## config.mk

```make
export PLATFORM = sky130hd
export DESIGN_NAME = pktbus_out_ctl
export DESIGN_NICKNAME = d
export VERILOG_FILES = /design/src/rtl/obc_pkg.sv /design/src/rtl/obc_req_gen.sv /design/src/rtl/obc_grant_seq.sv /design/src/rtl/obc_arm_track.sv /design/src/rtl/pktbus_out_ctl.sv
export SDC_FILE = /design/constraint.sdc
export NUM_CORES = 1
export LEC_CHECK = 0
export BUFFER_PORTS_ARGS = -buffer_cell sky130_fd_sc_hd__buf_4
export CELL_PAD_IN_SITES_DETAIL_PLACEMENT = 1
export CELL_PAD_IN_SITES_GLOBAL_PLACEMENT = 1
export CORE_AREA = 2 2 44 46
export CTS_CLUSTER_SIZE = 10
export DETAILED_ROUTE_END_ITERATION = 7
export DIE_AREA = 0 0 46 48
export GPL_ROUTABILITY_DRIVEN = 0
export PLACE_DENSITY = 0.7
export SLEW_MARGIN = 20
export SYNTH_ARGS = -nofsm -noshare
export SYNTH_HDL_FRONTEND = slang
export SYNTH_HIERARCHICAL = 1
export SYNTH_SLANG_ARGS = --single-unit
```

## constraint.sdc

```tcl
create_clock -name clk -period 1.5 [get_ports clk]
set_input_delay 0.3 -clock clk [delete_from_list [all_inputs] [get_ports clk]]
set_output_delay 0.3 -clock clk [all_outputs]
set_load 0.02 [all_outputs]
```

## src/rtl/obc_pkg.sv

```systemverilog
package obc_pkg;
  typedef logic [1:0] req_code_t;
  localparam req_code_t REQ_NONE  = 2'd0;
  localparam req_code_t REQ_LONG  = 2'd2;
  localparam req_code_t REQ_SHORT = 2'd3;

  typedef enum logic {
    PH_IDLE = 1'b0,
    PH_DATA = 1'b1
  } phase_t;
endpackage

```

## src/rtl/obc_req_gen.sv

```systemverilog
module obc_req_gen
  import obc_pkg::*;
(
  input  logic      clk,
  input  logic      rst_n,
  input  logic      arm_short_i,
  input  logic      arm_long_i,
  output req_code_t req_o
);
  logic pend_q, pend_d;

  // A long request that collides with a short one is deferred one cycle
  always_comb begin
    pend_d = arm_short_i & (arm_long_i | pend_q);
    if (arm_short_i)                req_o = REQ_SHORT;
    else if (arm_long_i || pend_q)  req_o = REQ_LONG;
    else                            req_o = REQ_NONE;
  end

  always_ff @(posedge clk or negedge rst_n) begin
    if (!rst_n) pend_q <= 1'b0;
    else        pend_q <= pend_d;
  end

  AST_DEFERRED_LONG: assert property (@(posedge clk) disable iff (!rst_n)
    (arm_short_i && arm_long_i) |=> (req_o != REQ_NONE));
endmodule

```

## src/rtl/obc_grant_seq.sv

```systemverilog
module obc_grant_seq
  import obc_pkg::*;
#(
  parameter int SHORT_BEATS = 1,
  parameter int LONG_BEATS  = 4
) (
  input  logic clk,
  input  logic rst_n,
  input  logic grant_i,
  input  logic grant_long_i,
  output logic idle_o,
  output logic start_o,
  output logic last_o,
  output logic long_o
);
  localparam int MAXB = (LONG_BEATS > SHORT_BEATS) ? LONG_BEATS : SHORT_BEATS;
  localparam int CW   = $clog2(MAXB + 1);

  phase_t        phase_q, phase_d;
  logic          long_q, long_d;
  logic [CW-1:0] cnt_q, cnt_d;
  logic          seq_en;

  always_comb begin
    idle_o  = (phase_q == PH_IDLE);
    start_o = idle_o & grant_i;
    last_o  = (phase_q == PH_DATA) && (cnt_q == CW'(1));
    long_o  = long_q;
    phase_d = phase_q;
    long_d  = long_q;
    cnt_d   = cnt_q;
    seq_en  = start_o | (phase_q == PH_DATA);
    if (start_o) begin
      phase_d = PH_DATA;
      long_d  = grant_long_i;
      cnt_d   = grant_long_i ? CW'(LONG_BEATS) : CW'(SHORT_BEATS);
    end else if (last_o) begin
      phase_d = PH_IDLE;
    end else if (phase_q == PH_DATA) begin
      cnt_d = cnt_q - CW'(1);
    end
  end

  always_ff @(posedge clk or negedge rst_n) begin
    if (!rst_n) begin
      phase_q <= PH_IDLE;
      long_q  <= 1'b0;
      cnt_q   <= '0;
    end else if (seq_en) begin
      phase_q <= phase_d;
      long_q  <= long_d;
      cnt_q   <= cnt_d;
    end
  end

  AST_GRANT_LEAVES_IDLE: assert property (@(posedge clk) disable iff (!rst_n)
    start_o |=> !idle_o);
  AST_KIND_HELD: assert property (@(posedge clk) disable iff (!rst_n)
    (!idle_o && !last_o) |=> $stable(long_q));
  AST_END_TO_IDLE: assert property (@(posedge clk) disable iff (!rst_n)
    last_o |=> idle_o);
endmodule

```

## src/rtl/obc_arm_track.sv

```systemverilog
module obc_arm_track (
  input  logic clk,
  input  logic rst_n,
  input  logic arm_i,
  input  logic start_i,
  input  logic end_i,
  output logic busy_o,
  output logic own_o
);
  logic busy_q, busy_d;
  logic own_q, own_d;
  logic trk_en;

  always_comb begin
    trk_en = arm_i | start_i | end_i;
    // a new arm wins over a release in the same cycle
    busy_d = arm_i | (busy_q & ~(end_i & own_q));
    if (start_i)    own_d = busy_q;
    else if (end_i) own_d = 1'b0;
    else            own_d = own_q;
    busy_o = busy_q;
    own_o  = own_q;
  end

  always_ff @(posedge clk or negedge rst_n) begin
    if (!rst_n) begin
      busy_q <= 1'b0;
      own_q  <= 1'b0;
    end else if (trk_en) begin
      busy_q <= busy_d;
      own_q  <= own_d;
    end
  end

  AST_ARM_SETS: assert property (@(posedge clk) disable iff (!rst_n)
    arm_i |=> busy_o);
  AST_UNOWNED_KEEPS: assert property (@(posedge clk) disable iff (!rst_n)
    (busy_o && !own_o) |=> busy_o);
  AST_NO_SPURIOUS_CLEAR: assert property (@(posedge clk) disable iff (!rst_n)
    (busy_o && !end_i) |=> busy_o);
endmodule

```

## src/rtl/pktbus_out_ctl.sv

```systemverilog
module pktbus_out_ctl
  import obc_pkg::*;
#(
  parameter int SHORT_BEATS = 1,
  parameter int LONG_BEATS  = 4
) (
  input  logic       clk,
  input  logic       rst_n,
  input  logic       grant_i,
  input  logic       grant_long_i,
  input  logic       arm_short_i,
  input  logic       arm_long_i,
  output logic [1:0] req_o,
  output logic       hdr_hit_o,
  output logic       sel_hdr_o,
  output logic       sel_long_o,
  output logic       short_busy_o,
  output logic       long_busy_o,
  output logic       adv_long_o
);
  logic idle, start, last, cur_long;
  logic own_short, own_long;
  req_code_t req;

  obc_req_gen u_req (
    .clk(clk), .rst_n(rst_n),
    .arm_short_i(arm_short_i), .arm_long_i(arm_long_i),
    .req_o(req)
  );

  obc_grant_seq #(.SHORT_BEATS(SHORT_BEATS), .LONG_BEATS(LONG_BEATS)) u_seq (
    .clk(clk), .rst_n(rst_n),
    .grant_i(grant_i), .grant_long_i(grant_long_i),
    .idle_o(idle), .start_o(start), .last_o(last), .long_o(cur_long)
  );

  obc_arm_track u_short (
    .clk(clk), .rst_n(rst_n),
    .arm_i(arm_short_i),
    .start_i(start & ~grant_long_i),
    .end_i(last & ~cur_long),
    .busy_o(short_busy_o), .own_o(own_short)
  );

  obc_arm_track u_long (
    .clk(clk), .rst_n(rst_n),
    .arm_i(arm_long_i),
    .start_i(start & grant_long_i),
    .end_i(last & cur_long),
    .busy_o(long_busy_o), .own_o(own_long)
  );

  always_comb begin
    req_o      = req;
    sel_hdr_o  = idle;
    sel_long_o = idle ? grant_long_i : cur_long;
    hdr_hit_o  = idle & (grant_long_i ? long_busy_o : short_busy_o);
    adv_long_o = ~idle & cur_long & ~last & own_long;
  end

  AST_ADV_NEEDS_BUSY: assert property (@(posedge clk) disable iff (!rst_n)
    adv_long_o |-> long_busy_o);
  AST_ADV_NOT_IN_HDR: assert property (@(posedge clk) disable iff (!rst_n)
    sel_hdr_o |-> !adv_long_o);
  AST_HIT_ONLY_IDLE: assert property (@(posedge clk) disable iff (!rst_n)
    hdr_hit_o |-> sel_hdr_o);
  AST_SHORT_OWN_BUSY: assert property (@(posedge clk) disable iff (!rst_n)
    own_short |-> short_busy_o);
endmodule

```

---- Yosys cells after proc, flatten, opt, wreduce, memory -nomap -nowiden ----
Cells that the tools add are included.
storage, ports and cells
  register bits ........................... 10
  latch bits .............................. 0
  bits in writable memories ............... 0
  memory bits (read-only) ................. 0
  bits of input ports ..................... 6
  output and inout bits ................... 8
  memories ................................ 0
operators by class
  add/sub/neg operators ................... 1
  multipliers ............................. 0
  div/mod/pow operators ................... 0
  order comparisons ....................... 0
  eq/ne operators ......................... 2
  shift operators ......................... 0
  multiplexer cells ....................... 14
  bitwise operators ....................... 28
  reductions and logical operators ........ 11
operator list
  operator                                              number
  AND 1 bit                                             14
  two-way mux 3 bit                                     4
  two-way mux 1 bit                                     8
  bitwise OR 1 bit                                      8
  AND reduction 2 bit                                   4
  nonzero test 2 bit                                    4
  NOT 1 bit                                             6
  two-way mux 2 bit                                     2
  equality test 3 x 1 -> 1 bit (second input constant)  1
  AND reduction 3 bit                                   1
  subtractor 3 x 1 -> 3 bit (second input constant)     1
  inequality test 2 bit (second input constant)         1
  logical AND 1 bit                                     1
  logical OR 1 bit                                      1

---- Logic depth before layout (Yosys ltp) ----
Gate-level depths: netlist of run 1.
  depth in word-level cells ............... 7
  mapped depth ............................ 7
  gate-level depth less buffers ........... 7

---- Cells and area by module ----
The synthesis of run 1 kept the hierarchy.
modules (own cells, without submodules)
  module          instances  cells each  area an instance (um^2)
  obc_grant_seq   1          24          284.0
  obc_arm_track   2          7           76.3
  pktbus_out_ctl  1          8           68.8
  obc_req_gen     1          4           46.3

---- Worst setup path before layout of run 1 ----
No wires, ideal clock.
  kind .................................... register -> output
  from .................................... reg u_seq.cnt_q[0]
  to ...................................... out adv_long_o
  data arrival time ....................... 1366 ps
  data required time ...................... 1200 ps
  slack ................................... -166 ps
  stages on the path, launching flop included .. 5
  buffers on the path ..................... 0
  path through ............................ dfrtp_1 ha_1 and2b_2 and2_2 and4bb_2
between the ends
  word-level cells in the longest chain between the ends .. 5
RTL lines
  what                          line                  text
  start, declared               obc_grant_seq.sv:21   logic [CW-1:0] cnt_q, cnt_d;
  start signal, assigned        obc_grant_seq.sv:52   cnt_q <= cnt_d;
  equality test 3 x 1 -> 1 bit  obc_grant_seq.sv:27   last_o = (phase_q == PH_DATA) && (cnt_q == CW'(1));
  logical AND 1 bit             obc_grant_seq.sv:27
  via last                      pktbus_out_ctl.sv:21  logic idle, start, last, cur_long;
  NOT 1 bit                     pktbus_out_ctl.sv:58  adv_long_o = ~idle & cur_long & ~last & own_long;
  AND 1 bit (2 in series)       pktbus_out_ctl.sv:58
  end, declared                 pktbus_out_ctl.sv:19  output logic adv_long_o
The timed path passes the listed nets, and every way through them passes these cells.

---- Final worst setup path of run 1 ----
Same ends and word-level chain as after synthesis.

==> results.ini, run 1 <==
[power]
p_leak_nw = 0.390
p_per_area_nw_per_um2 = 1990
totalPowerFinal_mw = 1.66
ir_drop_mv = 0.767

[timing]
finalCritPeriodShare_pct = 126
slew_violations = 0
relSlewSlack_pct = 82.9
clock.fmax_mhz = 530
worst_slew_pin_slew_ns = 0.257
min_period_ns = 1.89
rsz0062_at_grt = true
final-setup-viol-count = 2
hold_viol_final = 0
skew_ns = 0.000842
setup_ws_ns = -0.386

[logic_synthesis]
synth_commonest_cells = dfrtp_1, nand2_1
synth_area_um2 = 552
synth_most_common_cell = dfrtp_1
synth.distinct_cells = 23
synth_edf_count = 0
syn_avg_cell_area_um2 = 11.0
synth_async_sr_flop_share_pct = 100
ys_seq_elements = 10
synth_top_area_cell = dfrtp_1
synthCells = 50
ys_seq_area_share_pct = 45.4
synth.net_count = 58
synth.area.top_cells = dfrtp_1, mux2_2, mux2i_1
synth_warnings = 6
synth_top_flop_cell = dfrtp_1
synth_top_cell_area_share_pct = 45.4

[setup_path]
endpoint_kind = output port
worstSetupStartpointType = flip-flop
crit_arrival_ns = 1.59
critPathMaxFanout = 2
crit_type = flip-flop to output port
cp.required_ns = 1.20

[cts]
clock_path_buffers = 2
path_clk_slew_ns = 0.07
cts_sinks = 10
cts_tree = done
cts_root_buf = clkbuf_4
htreeDepth = 1
numCtsBuffers = 3
clk_latency_ns = 0.27

[floorplan]
die_area_um2 = 2210
ios = 14
initial_core_util_pct = 32.7
die_x_um = 46
core_area_um2 = 1690
rows = 15
die_y_um = 48

[placement]
dp_cells = 87
io_buffers = 13
dpl_worst_slack_ns = -0.134
dp_hpwl_um = 997
dpl_cell_area_um2 = 727

[drt]
first_pass_iters = 3
wl_mm = 1.35
wire_per_inst_um = 14.2
num_vias = 452
drc = 0
antenna_left = 0
vias_per_cell = 4.76
first_iter_violations = 2

[worst_hold_path]
hold_path.class = input pin to flip-flop

[status]
violations = setup timing
status = finished with violations

[grt]
grt_max_degree = 11
gr-usage-all-layers_pct = 14.6
antenna_found_initial = 0
grt_remaining_overflow = 0
grt_pass1_wl_mm = 2.08
grt_pass1_vias = 445

[finish]
n_antenna_cell = 0
fin_cells = 95
areaGrowthSynthToFinish_pct = 51.5
nets = 87
drive_gt1_share_pct = 53.8
fin_area_um2 = 836

[run]
maxCapViolCount = 0

[report_power, final]
group / internal [mW] / switching [mW]
registers: 0.372 / 0.0879
logic: 0.561 / 0.392
clock network: 0.147 / 0.0984
total: 1.08 / 0.579
[layer usage]
| layer | track usage (%) | vias up | share of wire [%] |
|---|---|---|---|
| met2 | 22.8 | 3 | 52 |
| met1 | 17.1 | 222 | 45 |
| met4 | 10.3 | 0 | 1.0 |
| met3 | 4.53 | 2 | 2.0 |
| met5 | 0 | - | 0 |
| li1 | - | 225 | - |
[worst paths after layout]
kind	from	to	slack [ns]	depth (start not counted)
max in group asynchronous	rst_n	u_short/own_o	0.96	2
setup reg to reg	u_seq/cnt_q[1]	u_short/busy_o	0.01	8
hold / removal	arm_long_i	u_long/busy_o	0.24	2
hold reg to reg	u_req/pend_q	u_req/pend_q	0.49	1
setup / recovery	u_seq/cnt_q[0]	adv_long_o	-0.39	5
min in group asynchronous	rst_n	u_seq/cnt_q[0]	0.39	2
[cell usage in the layout (no fill, tap or decap), types with 2 or more instances in the layout]
cell	n
a21o_1	2
and2b_2	2
buf_4	19
buf_6	5
clkbuf_4	3
dfrtp_1	10
inv_2	2
mux2_2	3
mux2i_1	2
nand2_1	4
nand2b_1	2
nor2_1	2
nor2b_1	2
o21ai_1	2
[cells by family (layout without fill, tap and decap cells)]
kind of cell / after synthesis / after routing / synth area share, %
AO/OA/AOI/OAI: 8 / 8 / 10.7
XOR/XNOR: 1 / 1 / 1.59
adder cells (fa/ha/maj): 2 / 2 / 4.53
buffers and inverters: 4 / 32 / 3.40
flip-flops: 10 / 10 / 45.4
multiplexers: 6 / 6 / 11.6
AND/OR/NAND/NOR: 19 / 19 / 22.9
[sequential cells by signal (all words and copies together), names as in the netlist]
name	count
u_long/busy_o	1
u_long/own_o	1
u_seq/cnt_q	3
u_seq/phase_q	1
u_req/pend_q	1
u_short/own_o	1
u_seq/long_o	1
u_short/busy_o	1
[critical path, cell delays in order (launching register included)]
cell and delay, ns:
dfrtp_1 0.41, ha_4 0.17, and2b_2 0.20, and2_4 0.13
and4bb_2 0.29, buf_6 0.12
[cell type report]
class	count	area, um^2
Clock buffer	4	36.3
Fill cell	195	853
Inverter	3	11.3
Multi-Input combinational cell	36	308
Sequential cell	10	250
Tap cell	17	21.3
Timing Repair Buffer	25	209
[what timing repair did]
item | CTS | global route
pin swaps | 3 | 2
endpoints found under the hold margin | 10 | 0
buffers inserted | 3 | 0
endpoints found under the setup margin | 5 | 6
gates resized for setup | 5 | 6
hold buffers | 1 | 0
[per-stage QoR]
stage	hold WS, ns	util, %	TNS, ns
2_1_floorplan	0.00441	-	-0.0910
3_3_place_gp	0.140	43.0	-0.103
3_5_place_dp	0.144	43.0	-0.159
4_1_cts	0.216	48.1	-0.452
5_1_grt	0.223	49.5	-0.633
6_report	0.236	49.5	-0.422
No activity file was read; power rests on OpenSTA's default activity.
==> run 2, diff against run 1 <==
Settings changed: CELL_PAD_IN_SITES_DETAIL_PLACEMENT 1 to unset, CELL_PAD_IN_SITES_GLOBAL_PLACEMENT 1 to unset, CORE_AREA 2 2 44 46 to 2 2 39 41, DIE_AREA 0 0 46 48 to 0 0 41 43, HOLD_SLACK_MARGIN set to 0.1, PLACE_DENSITY 0.7 to 0.71, SYNTH_HIERARCHICAL 1 to unset.
==> results.ini, run 2 <==
[status]
status = finished with violations
violations = setup timing

[floorplan]
die_area_um2 = 1760
die_x_um = 41
rows = 14
core_area_um2 = 1380
initial_core_util_pct = 40.4
die_y_um = 43
ios = 14

[logic_synthesis]
ys_seq_elements = 10
syn_avg_cell_area_um2 = 9.99
synth_top_flop_cell = dfrtp_1
synth_top_area_cell = dfrtp_1
synth_async_sr_flop_share_pct = 100
synth.distinct_cells = 24
synth_area_um2 = 559
ys_seq_area_share_pct = 44.7
synthCells = 56
synth_most_common_cell = dfrtp_1
synth_edf_count = 0
synth_top_cell_area_share_pct = 44.7
synth.net_count = 64
synth_warnings = 0
synth_commonest_cells = dfrtp_1, inv_1, nand2_1, nor2_1, o21ai_0
synth.area.top_cells = dfrtp_1, mux2i_1, ha_1

[timing]
rsz0062_at_grt = true
final-setup-viol-count = 1
worst_slew_pin_slew_ns = 0.227
min_period_ns = 1.50
hold_viol_final = 0
setup_ws_ns = -0.000715
clock.fmax_mhz = 666
slew_violations = 0
tns_ns = -0.000715
skew_ns = 0.00297
finalCritPeriodShare_pct = 100
relSlewSlack_pct = 84.8

[cts]
htreeDepth = 1
cts_sinks = 10
clk_latency_ns = 0.27
cts_root_buf = clkbuf_4
clock_path_buffers = 2
numCtsBuffers = 3
cts_tree = done
path_clk_slew_ns = 0.07

[grt]
antenna_found_initial = 0
gr-usage-all-layers_pct = 14.5
grt_pass1_vias = 396
grt_remaining_overflow = 0
grt_max_degree = 12
grt_pass1_wl_mm = 1.68

[power]
p_per_area_nw_per_um2 = 1950
p_sw_share_pct = 37.9
power_switching_mw = 0.570
ir_drop_mv = 0.958
p_seq_share_pct = 32.4
power_frac_comb_pct = 51.3
internal_power_mw = 0.935
p_clk_share_pct = 16.2
totalPowerFinal_mw = 1.51
p_leak_nw = 0.386

[drt]
wire_per_inst_um = 12.1
first_pass_iters = 4
first_iter_violations = 11
antenna_left = 0
drc = 0
vias_per_cell = 4.91
wl_mm = 1.15
num_vias = 466

[setup_path]
cp.required_ns = 1.20
crit_type = flip-flop to output port
crit_arrival_ns = 1.20
endpoint_kind = output port
critPathMaxFanout = 3
worstSetupStartpointType = flip-flop

[finish]
areaGrowthSynthToFinish_pct = 37.8
drive_gt1_share_pct = 38.0
nets = 88
fillCellCount = 124
largest_register = u_seq.cnt_q
mostFrequentLayoutCells = buf_4, dfrtp_1, nor2_1, nand2_1, o21ai_0
n_antenna_cell = 0
largest_reg_flops = 3
final_common_cell = buf_4

[placement]
io_buffers = 13
dp_hpwl_um = 813

[worst_hold_path]
hold_path.class = input pin to flip-flop

[run]
maxCapViolCount = 0

## run 2: worst max-delay path: stages, from the launching register on
cell     delay (ns)
dfrtp_1        0.42
ha_4           0.17
nor2b_4        0.12
nor2_1         0.09
buf_4          0.14
## run 2: metrics by stage
| stage | cells | worst slack, ns | util (%) | hold slack (ns) | instance area [um^2] |
|---|---|---|---|---|---|
| final | 95 | -0.000715 | 55.7 | 0.243 | 771 |
| after global routing | 95 | -0.0488 | 55.7 | 0.241 | 771 |
| after CTS | 92 | -0.0129 | 54.1 | 0.238 | 748 |
| after detailed placement | 84 | 0.125 | 48.1 | 0.136 | 666 |
| after global placement | 84 | 0.155 | 48.1 | 0.135 | 666 |
| after floorplan | 56 | 0.160 | - | 0.00441 | 559 |
## run 2: routing by layer
metal  wire (um)  share of wire, %  global-route usage (%)
met1         527                46                    18.1
met2         593                51                    21.3
met3          31               2.7                    3.14
met4           0                 0                    10.0
met5           0                 0                       0
## run 2: final timing paths
kind | slack, ns | from | cells past startpoint | endpoint
worst max-delay path | -0.0007 | u_seq.cnt_q[0] | 4 | adv_long_o
worst min-delay path | 0.24 | arm_long_i | 2 | u_long.busy_o
worst max register to register | 0.13 | u_seq.cnt_q[0] | 6 | u_seq.cnt_q[1]
worst min register to register | 0.48 | u_req.pend_q | 1 | u_req.pend_q
max in group asynchronous | 0.95 | rst_n | 2 | u_seq.phase_q
min in group asynchronous | 0.39 | rst_n | 2 | u_short.own_o
## run 2: timing repair
| item | in CTS | in global routing |
|---|---|---|
| endpoints found under the hold margin | 10 | 0 |
| endpoints found under the setup margin | 2 | 1 |
| buffers inserted | 3 | 3 |
| gates resized for setup | 4 | 0 |
| pin swaps | 2 | 0 |
| hold buffers | 1 | 0 |
## run 2: cell type report
cell class | instances | area [um^2] | area share, %
inverters | 6 | 22.5 | 2.92
flip-flops and latches | 10 | 251 | 32.6
multi-input cells | 38 | 280 | 36.4
repair buffers | 21 | 160 | 20.8
well taps | 16 | 20.0 | 2.60
clock buffers | 4 | 36.3 | 4.71
## run 2: power by group through the flow
stage | sequential [mW] | clock, mW | combinational [mW]
final | 0.488 | 0.244 | 0.773
after floorplan | 0.450 | 0 | 0.478
after detailed placement | 0.478 | 0 | 0.634
after CTS | 0.481 | 0.254 | 0.714
after global routing | 0.498 | 0.266 | 0.847
after global placement | 0.475 | 0 | 0.621
## run 2: kinds of logic after synthesis
kind of cell / synth area share (%)
adders and majority gates: 4.47
and+or+nand+nor: 21.0
DFF: 44.7
xor gates and xnor gates: 1.57
buffers and inverters: 7.38
muxes: 7.16
AOI/OAI and AO/OA: 13.6
==> run 3, diff against run 2 <==
Settings changed: SLEW_MARGIN 20 to unset.
Clock period 1.5 ns to 1.3 ns, I/O delays scaled along.
==> results.ini, run 3 (synthesized netlist as in run 2, its figures left out) <==
[status]
status = finished with violations
violations = setup timing

[drt]
vias_per_cell = 5.06
num_vias = 511
wl_mm = 1.40
first_iter_violations = 8
antenna_left = 0
first_pass_iters = 4
drc = 0
wire_per_inst_um = 13.8

[timing]
setup_ws_ns = -0.141
clock.fmax_mhz = 694
rsz0062_at_grt = true
final-setup-viol-count = 3
hold_viol_final = 0
skew_ns = 0.00300
relSlewSlack_pct = 84.3
finalCritPeriodShare_pct = 111
min_period_ns = 1.44
slew_violations = 0
worst_slew_pin_slew_ns = 0.230

[floorplan]
core_area_um2 = 1380
initial_core_util_pct = 40.4
die_y_um = 43
rows = 14
die_x_um = 41
ios = 14
die_area_um2 = 1760

[setup_path]
endpoint_kind = output port
cp.required_ns = 1.04
cp_num_buf_inv = 2
worstSetupStartpointType = flip-flop
crit_type = flip-flop to output port
crit_slowest_cell = dfrtp_1
rr_worst_depth = 6
cpPeakStageDelay_ns = 0.39
r2r_setup_slack_ns = -0.11
reg2reg_to = u_seq.cnt_q[1]
r2r-start = u_seq.cnt_q[0]
path_cells = inv_2, ha_4, nor2b_4, nor2_2, buf_6
cp_top_family = flip-flops
critPathMaxFanout = 3
crit_arrival_ns = 1.18
cp-startpoint = u_seq.cnt_q[1]

[finish]
nets = 95
drive_gt1_share_pct = 48.2
largest_reg_flops = 3
largest_register = u_seq.cnt_q
fillCellCount = 107
n_antenna_cell = 0
utilization_pct = 62.5
areaGrowthSynthToFinish_pct = 54.6
final_common_cell = buf_4
mostFrequentLayoutCells = buf_4, dfrtp_1, nand2_1, buf_6

[worst_hold_path]
hold_path.class = input pin to flip-flop
holdPathStages = 2
worstHoldEndpoint = u_long.busy_o
worst_hold_startpoint = arm_long_i

[cts]
clk_latency_ns = 0.26
htreeDepth = 1
numCtsBuffers = 3
cts_root_buf = clkbuf_4
cts_tree = done
path_clk_slew_ns = 0.07
cts_sinks = 10
clock_path_buffers = 2

[placement]
io_buffers = 13
dp_hpwl_um = 884

[power]
totalPowerFinal_mw = 1.98
p_leak_nw = 0.423
p_sw_share_pct = 39.0
internal_power_mw = 1.21
p_seq_share_pct = 28.0
power_frac_comb_pct = 61.2
p_clk_share_pct = 10.8
ir_drop_mv = 1.30
p_per_area_nw_per_um2 = 2290
power_switching_mw = 0.773

[grt]
grt_pass1_wl_mm = 1.98
gr-usage-all-layers_pct = 17.1
grt_pass1_vias = 454
antenna_found_initial = 0
grt_remaining_overflow = 0
grt_max_degree = 11

[run]
maxCapViolCount = 0

-- run 3: changes by cell type in the layout (fill, tap and decap cells not counted), sizes merged --
cell and change:
buf +7, clkbuf -1
-- run 3: area by class of cell --
type	count	area (um^2)	area share, %
Clock buffer	3	22.5	2.60
Inverter	6	27.5	3.18
Multi-Input combinational cell	38	312	36.0
Sequential cell	10	251	29.1
Tap cell	16	20.0	2.32
Timing Repair Buffer	28	231	26.8
-- run 3: repair_timing --
action,CTS,global route
gates cloned,0,0
endpoints found under the setup margin,5,7
setup buffers,5,6
hold buffers,1,0
pin swaps,2,2
resized for setup,9,8
hold endpoints to repair,10,0
-- run 3: layer usage --
| metal | vias to the layer above | global-route usage, % | share of wire [%] |
|---|---|---|---|
| met2 | 7 | 26.3 | 54 |
| met3 | 0 | 1.57 | 1.9 |
| met4 | 0 | 12.0 | 0 |
| met5 | - | 0 | 0 |
| met1 | 257 | 21.1 | 44 |
| li1 | 247 | - | - |
-- run 3: worst register-to-register path, cell delays in order, from the launching register on --
cell     delay [ns]
dfrtp_1        0.41
ha_4           0.17
nor2b_4        0.12
buf_4          0.13
buf_6          0.12
mux2i_2        0.14
a22o_1         0.20
-- run 3: how the worst max path moves through the flow --
stage,endpoint,slack (ns),cells past startpoint
5_1_grt,adv_long_o,-0.19,4
3_3_place_gp,adv_long_o,0.05,5
3_5_place_dp,adv_long_o,0.03,5
2_1_floorplan,sel_long_o,0.03,2
4_1_cts,adv_long_o,-0.15,4
6_report,adv_long_o,-0.14,5
-- run 3: through the flow --
| stage | setup WS [ns] | std cells | area [um^2] | hold WS, ns | setup TNS, ns |
|---|---|---|---|---|---|
| detailed placement | 0.0316 | 86 | 683 | 0.0970 | 0 |
| floorplan | 0.0259 | 56 | 562 | -0.0356 | 0 |
| global route | -0.194 | 101 | 865 | 0.203 | -0.580 |
| CTS | -0.151 | 95 | 781 | 0.197 | -0.216 |
| finish | -0.141 | 101 | 865 | 0.202 | -0.309 |
| global placement | 0.0511 | 86 | 683 | 0.0937 | 0 |
-- run 3: power groups by stage --
stage          sequential (mW)  combinational (mW)  clock [mW]
2_1_floorplan            0.519               0.558           0
3_3_place_gp             0.551               0.777           0
3_5_place_dp             0.557               0.791           0
4_1_cts                  0.546               0.960       0.221
5_1_grt                  0.566                1.30       0.238
6_report                 0.555                1.21       0.215
